File: config.mk
export PLATFORM = sky130hd
export DESIGN_NAME = ext_mem_seq
export DESIGN_NICKNAME = d
export VERILOG_FILES = /design/src/rtl/xms_pkg.sv /design/src/rtl/xms_route.sv /design/src/rtl/xms_ctrl.sv /design/src/rtl/xms_pins.sv /design/src/rtl/ext_mem_seq.sv
export SDC_FILE = /design/constraint.sdc
export NUM_CORES = 1
export LEC_CHECK = 0
export ABC_AREA = 1
export BUFFER_PORTS_ARGS = -buffer_cell sky130_fd_sc_hd__buf_2
export CORE_MARGIN = 8
export CORE_UTILIZATION = 50
export CTS_CLUSTER_DIAMETER = 150
export CTS_CLUSTER_SIZE = 16
export DETAILED_ROUTE_END_ITERATION = 16
export GPL_ROUTABILITY_DRIVEN = 1
export GPL_TIMING_DRIVEN = 1
export PLACE_DENSITY = 0.85
export REMOVE_ABC_BUFFERS = 1
export SYNTH_ARGS = -nofsm -noshare
export SYNTH_HDL_FRONTEND = slang
export SYNTH_SLANG_ARGS = --single-unit
File: constraint.sdc
create_clock -name clk -period 4.3 [get_ports clk]
set_clock_uncertainty 0.1 [all_clocks]
set_input_delay 1.29 -clock clk [delete_from_list [all_inputs] [get_ports clk]]
set_output_delay 1.29 -clock clk [all_outputs]
set_load 0.1 [all_outputs]
File: src/rtl/xms_pkg.sv
package xms_pkg;
    localparam int NSEG = 4;

    typedef enum logic [1:0] {
        SEG_ROM   = 2'd0,
        SEG_RAMLO = 2'd1,
        SEG_IO    = 2'd2,
        SEG_RAMHI = 2'd3
    } seg_e;

    typedef enum logic [1:0] {
        ST_IDLE    = 2'd0,
        ST_STRETCH = 2'd1,
        ST_FINAL   = 2'd2
    } st_e;
endpackage

File: src/rtl/xms_route.sv
module xms_route
    import xms_pkg::*;
#(
    parameter int AW  = 16,
    parameter int WSW = 4
) (
    input  logic                 redirect,
    input  logic                 alias_high,
    input  logic [NSEG*WSW-1:0]  wait_cfg,
    input  seg_e                 seg_in,
    input  logic [AW-1:0]        addr_in,
    output seg_e                 seg_out,
    output logic [AW-1:0]        addr_out,
    output logic [WSW-1:0]       waits
);
    logic [WSW-1:0] fld [NSEG];

    for (genvar g = 0; g < NSEG; g++) begin : g_fld
        assign fld[g] = wait_cfg[g*WSW +: WSW];
    end

    always_comb begin
        seg_out  = redirect ? SEG_ROM : seg_in;
        addr_out = addr_in;
        if (redirect && alias_high) begin
            addr_out[AW-1] = 1'b0;
        end
        waits = fld[seg_out];
    end
endmodule

File: src/rtl/xms_ctrl.sv
module xms_ctrl
    import xms_pkg::*;
#(
    parameter int WSW = 4
) (
    input  logic           clk,
    input  logic           rst_n,
    input  logic           req,
    input  logic [WSW-1:0] waits,
    output logic           ready,
    output logic           take,
    output logic           active,
    output logic           last,
    output logic           tog
);
    st_e            st, st_nx;
    logic [WSW-1:0] cnt;

    always_comb begin
        st_nx = st;
        unique case (st)
            ST_IDLE: begin
                if (req) st_nx = (waits == '0) ? ST_FINAL : ST_STRETCH;
            end
            ST_STRETCH: begin
                if (cnt == WSW'(1)) st_nx = ST_FINAL;
            end
            ST_FINAL: begin
                if (req) st_nx = (waits == '0) ? ST_FINAL : ST_STRETCH;
                else     st_nx = ST_IDLE;
            end
            default: st_nx = ST_IDLE;
        endcase
    end

    always_ff @(posedge clk or negedge rst_n) begin
        if (!rst_n) begin
            st  <= ST_IDLE;
            cnt <= '0;
            tog <= 1'b0;
        end else begin
            st <= st_nx;
            if (take) begin
                cnt <= waits;
                tog <= ~tog;
            end else if (st == ST_STRETCH) begin
                cnt <= cnt - WSW'(1);
            end
        end
    end

    always_comb begin
        ready  = (st != ST_STRETCH);
        take   = ready && req;
        active = (st != ST_IDLE);
        last   = (st == ST_FINAL);
    end


    stretch_cnt_chk: assert property (@(posedge clk) disable iff (!rst_n)
        (st == ST_STRETCH) |-> (cnt != '0));


    stretch_hold_chk: assert property (@(posedge clk) disable iff (!rst_n)
        (st == ST_STRETCH && cnt > WSW'(1)) |=> (st == ST_STRETCH && !ready));


    final_exit_chk: assert property (@(posedge clk) disable iff (!rst_n)
        (st == ST_FINAL && !req) |=> (st == ST_IDLE));
endmodule

File: src/rtl/xms_pins.sv
module xms_pins
    import xms_pkg::*;
#(
    parameter int DW = 16
) (
    input  logic            clk,
    input  logic            rst_n,
    input  logic            active,
    input  seg_e            seg,
    input  logic            we,
    input  logic [DW-1:0]   wdata,
    input  logic            late,
    input  logic            tog,
    output logic [NSEG-1:0] sel,
    output logic            wr_strb,
    output logic [DW-1:0]   dout,
    output logic            dout_oe
);
    logic neg_tog;
    logic hold_off;
    logic vis;

    always_ff @(negedge clk or negedge rst_n) begin
        if (!rst_n) neg_tog <= 1'b0;
        else        neg_tog <= tog;
    end

    always_comb begin
        hold_off = late && (tog != neg_tog);
        vis      = active && !hold_off;
        wr_strb  = vis && we;
        dout_oe  = wr_strb;
        dout     = dout_oe ? wdata : '0;
    end

    for (genvar i = 0; i < NSEG; i++) begin : g_sel
        assign sel[i] = vis && (seg == seg_e'(i));
    end


    sel_onehot_chk: assert property (@(posedge clk) disable iff (!rst_n)
        $onehot0(sel));


    dout_under_strobe_chk: assert property (@(posedge clk) disable iff (!rst_n)
        dout_oe |-> ($countones(sel) == 1));
endmodule

File: src/rtl/ext_mem_seq.sv
module ext_mem_seq
    import xms_pkg::*;
#(
    parameter int AW  = 16,
    parameter int DW  = 16,
    parameter int WSW = 4
) (
    input  logic                clk,
    input  logic                rst_n,
    input  logic                cfg_rom_redirect,
    input  logic                cfg_alias_high,
    input  logic                cfg_late_edge,
    input  logic [4*WSW-1:0]    cfg_wait,
    input  logic                core_req,
    input  logic [1:0]          core_seg,
    input  logic                core_we,
    input  logic [AW-1:0]       core_addr,
    input  logic [DW-1:0]       core_wdata,
    output logic                core_ready,
    output logic                core_rvalid,
    output logic [DW-1:0]       core_rdata,
    output logic [AW-1:0]       mem_addr,
    output logic                mem_addr_oe,
    output logic [DW-1:0]       mem_dout,
    output logic                mem_dout_oe,
    input  logic [DW-1:0]       mem_din,
    output logic                sel_rom,
    output logic                sel_ramlo,
    output logic                sel_io,
    output logic                sel_ramhi,
    output logic                mem_we
);
    seg_e           r_seg;
    logic [AW-1:0]  r_addr;
    logic [WSW-1:0] r_waits;
    logic           take, active, last, tog;
    seg_e           a_seg;
    logic           a_we;
    logic [DW-1:0]  a_wdata;
    logic [NSEG-1:0] sel;

    xms_route #(.AW(AW), .WSW(WSW)) u_route (
        .redirect   (cfg_rom_redirect),
        .alias_high (cfg_alias_high),
        .wait_cfg   (cfg_wait),
        .seg_in     (seg_e'(core_seg)),
        .addr_in    (core_addr),
        .seg_out    (r_seg),
        .addr_out   (r_addr),
        .waits      (r_waits)
    );

    xms_ctrl #(.WSW(WSW)) u_ctrl (
        .clk    (clk),
        .rst_n  (rst_n),
        .req    (core_req),
        .waits  (r_waits),
        .ready  (core_ready),
        .take   (take),
        .active (active),
        .last   (last),
        .tog    (tog)
    );

    always_ff @(posedge clk or negedge rst_n) begin
        if (!rst_n) begin
            a_seg       <= SEG_ROM;
            a_we        <= 1'b0;
            a_wdata     <= '0;
            mem_addr    <= '0;
            mem_addr_oe <= 1'b0;
            core_rvalid <= 1'b0;
            core_rdata  <= '0;
        end else begin
            mem_addr_oe <= 1'b1;
            core_rvalid <= last && !a_we;
            if (last && !a_we) core_rdata <= mem_din;
            if (take) begin
                a_seg    <= r_seg;
                a_we     <= core_we;
                a_wdata  <= core_wdata;
                mem_addr <= r_addr;
            end
        end
    end

    xms_pins #(.DW(DW)) u_pins (
        .clk     (clk),
        .rst_n   (rst_n),
        .active  (active),
        .seg     (a_seg),
        .we      (a_we),
        .wdata   (a_wdata),
        .late    (cfg_late_edge),
        .tog     (tog),
        .sel     (sel),
        .wr_strb (mem_we),
        .dout    (mem_dout),
        .dout_oe (mem_dout_oe)
    );

    assign sel_rom   = sel[SEG_ROM];
    assign sel_ramlo = sel[SEG_RAMLO];
    assign sel_io    = sel[SEG_IO];
    assign sel_ramhi = sel[SEG_RAMHI];


    addr_hold_chk: assert property (@(posedge clk) disable iff (!rst_n)
        !take |=> $stable(mem_addr));


    alias_low_chk: assert property (@(posedge clk) disable iff (!rst_n)
        (take && cfg_rom_redirect && cfg_alias_high) |=> !mem_addr[AW-1]);


    redirect_rom_chk: assert property (@(posedge clk) disable iff (!rst_n)
        (take && cfg_rom_redirect) |=> (sel_rom && !sel_ramlo && !sel_io && !sel_ramhi));
endmodule

Yosys cells after proc, flatten, opt, wreduce, memory -nomap -nowiden. Index checks and enable logic that the tools add are counted.

Register bits after elaboration: 61. Bits of input ports: 73. Output and inout bits: 57. Logic and storage cells: 56.

Add/sub/neg operators: 1. Order comparisons: 1. Equal/unequal tests: 10. Mux-type cells: 13. Bitwise logic cells: 2. Reductions and logical operators: 18.

Operator list (number): 2-to-1 mux 16 bit (1); 2-to-1 mux 4 bit (4); logical AND 1 bit (10); 2-to-1 mux 2 bit (5); binary-select mux 4 bit (select 2 bit) (1); equality test 2 bit, second input constant (3); one-hot mux 2 bit (3 select lines) (1); equality test 2 x 1 -> 1 bit, second input constant (2); equality test 4 x 1 -> 1 bit, second input constant (1); logical NOT 2 bit (2); logical NOT 4 bit (1); inequality test 2 x 1 -> 1 bit, second input constant (2); nonzero test 2 bit (2); subtractor 4 x 1 -> 4 bit, second input constant (1); greater-or-equal comparator 3 bit, second input constant (1); NOT 2 -> 3 bit (1); logical NOT 1 bit (2); inequality test 2 bit, second input constant (1); AND reduction 2 bit (1); 2-to-1 mux 1 bit (1); inequality test 1 bit (1); NOT 1 bit (1).

Logic depth before layout (Yosys ltp). Gate-level depths: netlist (run 1).

Depth in word-level cells: 9. Mapped depth: 10. Gate-level depth less buffers: 10.

Hierarchy. Synthesis (run 1) repeated with hierarchy kept, for this count alone.

Cells, all modules: 400. Area total of the unflattened synthesis: 3226.8 um^2.

Modules (own cells, without submodules): ext_mem_seq (instances 1, cells each 221, area each 2134.5 um^2, seq. area each 1326.3 um^2); xms_ctrl (instances 1, cells each 60, area each 461.7 um^2, seq. area each 175.2 um^2); xms_route (instances 1, cells each 66, area each 351.6 um^2, seq. area each 0.0 um^2); xms_pins (instances 1, cells each 53, area each 279.0 um^2, seq. area each 25.0 um^2).

==> results.toml, run 1 <==
[layout]
finalNonFillerCells = 549
syn_to_final_growth_pct = 50.1
fill_cells = 390
nNetsFinal = 547
seq_area_um2 = 1530
final_util_pct = 76.8
n_antenna_cell = 0
drive_above_1_share_pct = 38.8
multi_input_area_um2 = 1150
design_area_um2 = 4200

[synthesis]
postSynthCellCount = 339
synth_top_cell_by_area = "dfrtp_1"
syn_avg_cell_area_um2 = 8.26
synth.area.top_cells = "dfrtp_1 54%, nand2_1 19%, inv_1 5.0%, o21ai_0 3.2%, nor2_1 2.8%"
synth_edf_count = 0
synth_top_area_share_pct = 53.6
synthArstFlopShare_pct = 100
syn_area_um2 = 2800
yosys_most_used_dff = "dfrtp_1"
ys_ff_latch = 61
synth.most_common_cell = "nand2_1"
ys_types = 30
ys_warn_count = 0
synth_common_cells = "142 x nand2_1, 60 x dfrtp_1, 37 x inv_1"
synth-seq-area-share_pct = 54.5

[clock_network]
cts_tree = "yes"
insertion_delay_ns = 0.32
clock-sinks = 61
cts_root_buf = "clkbuf_8"
holdBufCountCts = 0
htreeDepth = 3
cts-buffers-inserted = 9
cts_buffer_depth = 2
clk_pin_slew_worst_paths_ns = 0.07

[floorplanning]
rows = 27
die_area_um2 = 8250
die_x_um = 90.8
num_io_pins = 130
coreArea_um2 = 5470
die_h_um = 90.8
initial_utilization_pct = 51.2

[setup_path]
worstPathMaxFanout = 16
slowest_stage = "dfrtn_1"
required_ns = 2.91
path_cells = "or2_1 > nand3_2 > o21ai_4 > nor2_4 > inv_6 > nor2_2 > buf_12"
slowest_delay_ns = 0.34
arrival_ns = 3.82
crit_path_start_kind = "flop"
cp_top_family = "simple AND/OR/NAND/NOR gates"
endpoint_kind = "output port"
critPathKind = "reg -> out"
crit_buf_inv = 2

[run]
maxCapViolCount = 0

[detailed_routing]
drtPass1Iterations = 5
drtAntennaViolNets = 0
wirelength_um = 7730
detail_route.drc_violations = 0
vias = 2610
first_iter_violations = 116
wl_per_cell_um = 14.1
via_per_inst = 4.75

[outcome]
violations = "setup timing"
status = "finished with violations"

[global_route]
grt_pass1_wl_um = 12900
track_usage_pct = 19.3
grt_max_degree = 61
overflow = 0
antenna_found_initial = 0
grt_pass1_vias = 2711

[timing]
slew-limit-headroom_pct = 50.7
setup_viol = 22
tightest_slew_ns = 0.739
setup_ws_ns = -0.915
rsz0062_at_grt = "true"
finalMaxSlewViolations = 0
hold_viol_final = 0

[placement]
dpl_cell_area_um2 = 3830
hpwlAfterDp_um = 5830
dpl.cell_count = 535
gp_congestion = 0.765
port_buffers = 129

[hold_path]
hp-class = "reg -> reg"
[final cells by class]
cell class              instances  share of cell area, %
clock buffers                  12                   3.45
clock inverters                 4                   2.26
inverters                      42                   3.99
multi-input cells             224                   27.5
flip-flops and latches         61                   36.3
well taps                      72                   2.14
repair buffers                134                   24.4
[repair_timing]
item	CTS	global route
pin swaps	1	2
resized for setup	33	5
setup buffers	1	0
setup endpoints to repair	22	22
[state kept, by name, indices dropped and copies added (netlist names)]
| signal | flops |
|---|---|
| a_wdata | 16 |
| core_rdata | 16 |
| mem_addr | 16 |
| u_ctrl.cnt | 4 |
| a_seg | 2 |
| u_ctrl.st | 2 |
| a_we | 1 |
| core_rvalid | 1 |
| mem_addr_oe | 1 |
| u_ctrl.tog | 1 |
| u_pins.neg_tog | 1 |
[per-layer routing]
metal / vias to the layer above / global-route usage [%] / part of all wire (%) / wire length [um]
li1: 1297 / - / - / -
met1: 1200 / 22.6 / 43 / 3330
met2: 105 / 31.7 / 48 / 3730
met3: 8 / 7.40 / 7.3 / 568
met4: 0 / 6.41 / 1.3 / 104
met5: - / 0 / 0 / 0
[cell families after synthesis]
logic type                 count (synthesis)  share of synthesized area, %
xor gates and xnor gates                   1                         0.313
and+or+nand+nor                          192                          29.2
DFF                                       61                          54.5
adders and majority gates                  2                         0.894
AOI/OAI and AO/OA                         28                          5.94
buffers and inverters                     54                          8.98
other                                      1                         0.134
[per-stage QoR]
stage	setup TNS [ns]	hold slack (ns)	setup slack, ns
final	-19.34	0.368	-0.915
after floorplan	-49.05	0.373	-2.47
after CTS	-18.56	0.370	-0.871
after detailed placement	-12.31	0.355	-0.625
after global placement	-11.16	0.349	-0.533
after global routing	-20.98	0.387	-0.995
[placed cells by master, fill, tap and decap left out, types with 3 or more instances in the layout]
master,count
buf_12,22
buf_2,107
buf_6,3
bufinv_16,3
clkbuf_8,10
dfrtp_1,60
inv_1,37
nand2_1,142
nand3_1,12
nand3b_1,4
nor2_1,5
nor2_2,9
nor2_4,8
nor3_4,5
o211ai_1,3
o21ai_0,18
o21ai_2,3
[final timing paths]
kind / start / to / slack, ns / depth (start not counted)
min reg2reg: mem_addr[11]$_DFFE_PN0P_ / mem_addr[11]$_DFFE_PN0P_ / 0.37 / 2
max in group asynchronous: rst_n / u_pins.neg_tog$_DFF_NN0_ / 1.28 / 1
min in group asynchronous: rst_n / core_rdata[5]$_DFFE_PN0P_ / 1.05 / 2
max: u_pins.neg_tog$_DFF_NN0_ / mem_dout[14] / -0.91 / 7
min: mem_addr[11]$_DFFE_PN0P_ / mem_addr[11]$_DFFE_PN0P_ / 0.37 / 2
max reg2reg: u_ctrl.tog$_DFFE_PN0P_ / u_pins.neg_tog$_DFF_NN0_ / 1.46 / 0
Power of run 1 is not shown: default switching activity piles up to over one toggle a cycle in this logic, so the estimate is an artifact.
==> run 2: changes to the inputs <==
--- a/config.mk
+++ b/config.mk
@@ -5,7 +5,7 @@
 export SDC_FILE = /design/constraint.sdc
 export NUM_CORES = 1
 export LEC_CHECK = 0
-export ABC_AREA = 1
+export ABC_AREA = 0
 export BUFFER_PORTS_ARGS = -buffer_cell sky130_fd_sc_hd__buf_2
 export CORE_MARGIN = 8
 export CORE_UTILIZATION = 50
==> run 2 against run 1 <==
Net effect: the run still ends with setup timing left; die area shrank 1.7%; first-iteration DRC count shrank 42%; cell count shrank 24%; register-to-register slack is essentially flat.
==> results.toml, run 2 <==
[timing]
hold_viol_final = 0
tightest_slew_ns = 0.804
setup_ws_ns = -0.852
setup_viol = 22
rsz0062_at_grt = "true"
finalMaxSlewViolations = 0
slew-limit-headroom_pct = 46.3
hold_slack_ns = 0.384

[synthesis]
synth-seq-area-share_pct = 55.6
synth_top_family_by_area = "multiplexers"
synth_common_cells = "60 x dfrtp_1, 46 x mux2_2, 17 x and3_1"
synth.most_common_cell = "dfrtp_1"
synthArstFlopShare_pct = 100
ys_ff_latch = 61
synth_top_area_share_pct = 54.7
syn_area_um2 = 2740
synth.area.mux_share_pct = 22.9
postSynthCellCount = 205
synth_compound_area_share_pct = 5.11
syn_avg_cell_area_um2 = 13.4
synth_edf_count = 0
synth_xor_area_share_pct = 0.638
yosys.area_share.simple_pct = 10.5
synth_top_cell_by_area = "dfrtp_1"
ys_warn_count = 0
yosys_most_used_dff = "dfrtp_1"
synth_adder_area_share_pct = 0.912
ys_types = 43
synth.area.top_cells = "dfrtp_1 55%, mux2_2 19%, and3_1 3.9%, mux2_4 2.2%, mux2i_1 1.8%"

[setup_path]
critPathKind = "reg -> out"
cp.depth = 6
path_cells = "xor2_1 > a21oi_2 > buf_4 > nor3b_2 > buf_4 > buf_12"
reg2regPathDepth = 0
cp_top_family = "buffers and inverters"
worstPathMaxFanout = 5
rrSetupSlack_ns = 1.45
cp-startpoint = "u_pins.neg_tog$_DFF_NN0_"
slowest_stage = "dfrtn_1"
endpoint_kind = "output port"
required_ns = 2.91
r2r_end = "u_pins.neg_tog$_DFF_NN0_"
critPathCapture = "sel_rom"
crit_path_start_kind = "flop"
cpMostUsedCell = "buf_4"
crit_buf_inv = 3
rr_startpoint = "u_ctrl.tog$_DFFE_PN0P_"
slowest_delay_ns = 0.40
arrival_ns = 3.76

[floorplanning]
num_io_pins = 130
coreArea_um2 = 5410
die_x_um = 90.1
die_area_um2 = 8110
initial_utilization_pct = 50.8
rows = 27
die_h_um = 90.1

[global_route]
grt_pass1_wl_um = 11600
overflow = 0
grt_max_degree = 61
antenna_found_initial = 0
grt.met1_usage_pct = 19.2
grt_util_met2_pct = 31.2
grt_pass1_vias = 2332
gr-usage-met3_pct = 5.32
busiest_layer = "met2"
track_usage_pct = 17.9

[layout]
n_antenna_cell = 0
final_common_cell = "buf_2"
top_regs = "a_wdata: 16 flops, core_rdata: 16 flops, mem_addr: 16 flops"
syn_to_final_growth_pct = 44.9
drive_above_1_share_pct = 60.9
nNetsFinal = 413
final_cell_mix = "108 x buf_2, 60 x dfrtp_1, 46 x mux2_2"

[detailed_routing]
wl_per_cell_um = 16.8
drtPass1Iterations = 4
first_iter_violations = 67
wirelength_um = 6970
via_per_inst = 5.02
drtAntennaViolNets = 0
vias = 2084
detail_route.drc_violations = 0

[clock_network]
holdBufCountCts = 0
clock-sinks = 61
clk_pin_slew_worst_paths_ns = 0.07
cts_root_buf = "clkbuf_8"
insertion_delay_ns = 0.32
cts_tree = "yes"
cts-buffers-inserted = 9
htreeDepth = 3
cts_buffer_depth = 2

[hold_path]
hp-class = "reg -> reg"

[placement]
hpwlAfterDp_um = 5400
gp_congestion = 0.709
port_buffers = 129

[outcome]
status = "finished with violations"
violations = "setup timing"

[run]
maxCapViolCount = 0
==> run 2: cell types whose count changed after synthesis, sizes merged, moves of 15 or more <==
cell	delta
inv	-39
nand2	-135
nor2	-16
and3	+17
o21ai	-15
mux2	+50
==> run 2: how the worst min path moves through the flow <==
stage,cells past startpoint,start,endpoint,slack (ns)
2_1_floorplan,1,u_ctrl.cnt[0]$_DFFE_PN0P_,u_ctrl.cnt[0]$_DFFE_PN0P_,0.36
3_5_place_dp,2,mem_addr[15]$_DFFE_PN0P_,mem_addr[15]$_DFFE_PN0P_,0.38
6_report,2,mem_addr[15]$_DFFE_PN0P_,mem_addr[15]$_DFFE_PN0P_,0.38
4_1_cts,2,mem_addr[15]$_DFFE_PN0P_,mem_addr[15]$_DFFE_PN0P_,0.39
3_3_place_gp,2,mem_addr[15]$_DFFE_PN0P_,mem_addr[15]$_DFFE_PN0P_,0.36
5_1_grt,1,mem_addr[10]$_DFFE_PN0P_,mem_addr[10]$_DFFE_PN0P_,0.41
==> run 2: kinds of logic after synthesis <==
kind of cell / Yosys count
flops: 61
mux: 55
simple gates: 48
compound gates: 21
buf+inv: 15
fa+ha+maj: 2
xor+xnor: 2
other cells: 1
==> run 2: layout make-up <==
type | count | area (um2)
clock buffer | 13 | 169
clock inverter | 3 | 42.5
fill | 388 | 1430
inverter | 3 | 18.8
multi-input combinational | 129 | 1120
tap | 72 | 90.1
sequential | 61 | 1530
timing repair buffer | 134 | 1010
==> run 2: repair_timing <==
| item | in CTS | in global routing |
|---|---|---|
| pin swaps | 1 | 0 |
| resized for setup | 6 | 1 |
| buffers inserted | 0 | 0 |
| gates cloned | 1 | 0 |
| hold endpoints to repair | 0 | 0 |
| setup endpoints to repair | 22 | 22 |
==> run 2: layer usage <==
metal  up-vias  wire length (um)
met2        99              3550
met4         0               141
li1        985                 -
met1       989              2820
met3        11               461
met5         -                 0
==> run 2: through the flow <==
stage	TNS, ns	setup slack [ns]	area (um2)	util (%)	std cells
after detailed placement	-11.44	-0.603	3740	69.3	398
after CTS	-18.37	-0.869	3970	73.5	415
after global placement	-10.44	-0.561	3740	69.3	398
final	-17.95	-0.852	3980	73.5	415
after global routing	-19.50	-0.915	3980	73.5	415
after floorplan	-28.92	-2.59	2650	-	193
Power of run 2 is left out for the same reason.
==> run 3: changes to the inputs <==
--- a/config.mk
+++ b/config.mk
@@ -8,13 +8,13 @@
 export ABC_AREA = 0
 export BUFFER_PORTS_ARGS = -buffer_cell sky130_fd_sc_hd__buf_2
 export CORE_MARGIN = 8
-export CORE_UTILIZATION = 50
+export CORE_UTILIZATION = 42
 export CTS_CLUSTER_DIAMETER = 150
 export CTS_CLUSTER_SIZE = 16
 export DETAILED_ROUTE_END_ITERATION = 16
 export GPL_ROUTABILITY_DRIVEN = 1
 export GPL_TIMING_DRIVEN = 1
-export PLACE_DENSITY = 0.85
+export PLACE_DENSITY = 0.76
 export REMOVE_ABC_BUFFERS = 1
 export SYNTH_ARGS = -nofsm -noshare
 export SYNTH_HDL_FRONTEND = slang
==> constraint.sdc (replaced) <==
create_clock -name clk -period 4.59 [get_ports clk]
set_clock_uncertainty 0.1 [all_clocks]
set_input_delay 1.377 -clock clk [delete_from_list [all_inputs] [get_ports clk]]
set_output_delay 1.377 -clock clk [all_outputs]
set_load 0.1 [all_outputs]
==> run 3 against run 2 <==
Net effect: the run still ends with setup timing left; register-to-register slack better by 0.14 ns; routed wire length shrank 3.8%; utilization shrank 11 points; via count fell by 1.1%; cell count up 1.2%; critical path depth unchanged; worst hold slack better by 0.012 ns; cell area up 0.41%.
==> results.toml, run 3 (synthesized netlist as in run 2, its figures left out) <==
[outcome]
status = "finished with violations"
violations = "setup timing"

[layout]
syn_to_final_growth_pct = 45.5
multi_input_area_um2 = 1120
final_common_cell = "buf_2"
final_cell_mix = "108 x buf_2, 60 x dfrtp_1, 46 x mux2_2"
drive_above_1_share_pct = 61.2
top_regs = "a_wdata: 16 flops, core_rdata: 16 flops, mem_addr: 16 flops"
nNetsFinal = 413
fill_cells = 498
n_antenna_cell = 0
seq_area_um2 = 1530
design_area_um2 = 3990

[floorplanning]
rows = 29
die_x_um = 96.8
die_area_um2 = 9380
coreArea_um2 = 6350
die_h_um = 96.8
initial_utilization_pct = 43.2
num_io_pins = 130

[placement]
gp_congestion = 0.751
dp_slack_ns = -0.553
hpwlAfterDp_um = 5140
port_buffers = 129
dpl_cell_area_um2 = 3750

[setup_path]
crit_path_start_kind = "flop"
slowest_stage = "dfrtn_1"
crit_buf_inv = 3
worstPathMaxFanout = 7
cp_top_family = "buffers and inverters"
endpoint_kind = "output port"
arrival_ns = 3.91
rr_startpoint = "u_ctrl.tog$_DFFE_PN0P_"
critPathKind = "reg -> out"
cp-startpoint = "u_pins.neg_tog$_DFF_NN0_"
required_ns = 3.11
path_cells = "xor2_1 > a21oi_2 > buf_6 > nor3b_2 > buf_4 > buf_12"
slowest_delay_ns = 0.33

[timing]
hold_viol_final = 0
slew-limit-headroom_pct = 48.1
setup_viol = 22
finalMaxSlewViolations = 0
tightest_slew_ns = 0.777
setup_ws_ns = -0.795
rsz0062_at_grt = "true"

[detailed_routing]
first_iter_violations = 39
detail_route.drc_violations = 0
wl_per_cell_um = 16.0
drtAntennaViolNets = 0
wirelength_um = 6710
vias = 2062
via_per_inst = 4.91
drtPass1Iterations = 4

[clock_network]
cts-buffers-inserted = 9
cts_tree = "yes"
insertion_delay_ns = 0.32
cts_setup_buffers = 0
clock-sinks = 61
clk_pin_slew_worst_paths_ns = 0.06
cts_root_buf = "clkbuf_8"
htreeDepth = 3
cts_buffer_depth = 2

[run]
maxCapViolCount = 0

[global_route]
grt_pass1_vias = 2284
grt_max_degree = 61
grt_pass1_wl_um = 11100
track_usage_pct = 14.5
overflow = 0
antenna_found_initial = 0

[hold_path]
hp-class = "reg -> reg"
min_from = "a_wdata[0]$_DFFE_PN0P_"
## run 3: cell counts in the layout (fill, tap and decap cells not counted)
Identical to the previous run, type by type.
## run 3: stage by stage
step                utilization, %  std cells  TNS, ns  hold slack, ns
global route                  62.9        420   -18.06           0.406
global placement              59.1        403    -9.01           0.364
CTS                           62.8        420   -17.09           0.399
detailed placement            59.1        403    -9.72           0.384
finish                        62.9        420   -16.66           0.396
floorplan                        -        193   -27.64           0.365
## run 3: final cells by class
| cell class | instances | area share [%] |
|---|---|---|
| flip-flops and latches | 61 | 38.2 |
| repair buffers | 134 | 25.4 |
| clock inverters | 3 | 1.07 |
| well taps | 77 | 2.41 |
| inverters | 3 | 0.470 |
| multi-input cells | 129 | 28.2 |
| clock buffers | 13 | 4.23 |
## run 3: final timing paths
check                                      endpoint  slack [ns]  cells after the start
max in group asynchronous  u_pins.neg_tog$_DFF_NN0_        1.35                      1
setup reg to reg           u_pins.neg_tog$_DFF_NN0_        1.59                      0
min in group asynchronous    a_wdata[8]$_DFFE_PN0P_        1.13                      2
hold / removal               a_wdata[0]$_DFFE_PN0P_        0.40                      1
setup / recovery                            sel_rom       -0.80                      6
hold reg to reg              a_wdata[0]$_DFFE_PN0P_        0.40                      1
## run 3: routing by layer
| metal | track usage [%] | share of wire [%] | routed length, um |
|---|---|---|---|
| met5 | 0 | 0 | 0 |
| met4 | 5.68 | 1.8 | 118 |
| met3 | 5.48 | 6.8 | 456 |
| met2 | 24.9 | 50 | 3340 |
| met1 | 15.7 | 42 | 2790 |
## run 3: what timing repair did
action,4_1_cts,5_1_grt
setup endpoints to repair,22,22
hold buffers,0,0
gates cloned,1,0
resized for setup,8,1
pin swaps,2,1
Power of run 3 is left out for the same reason.
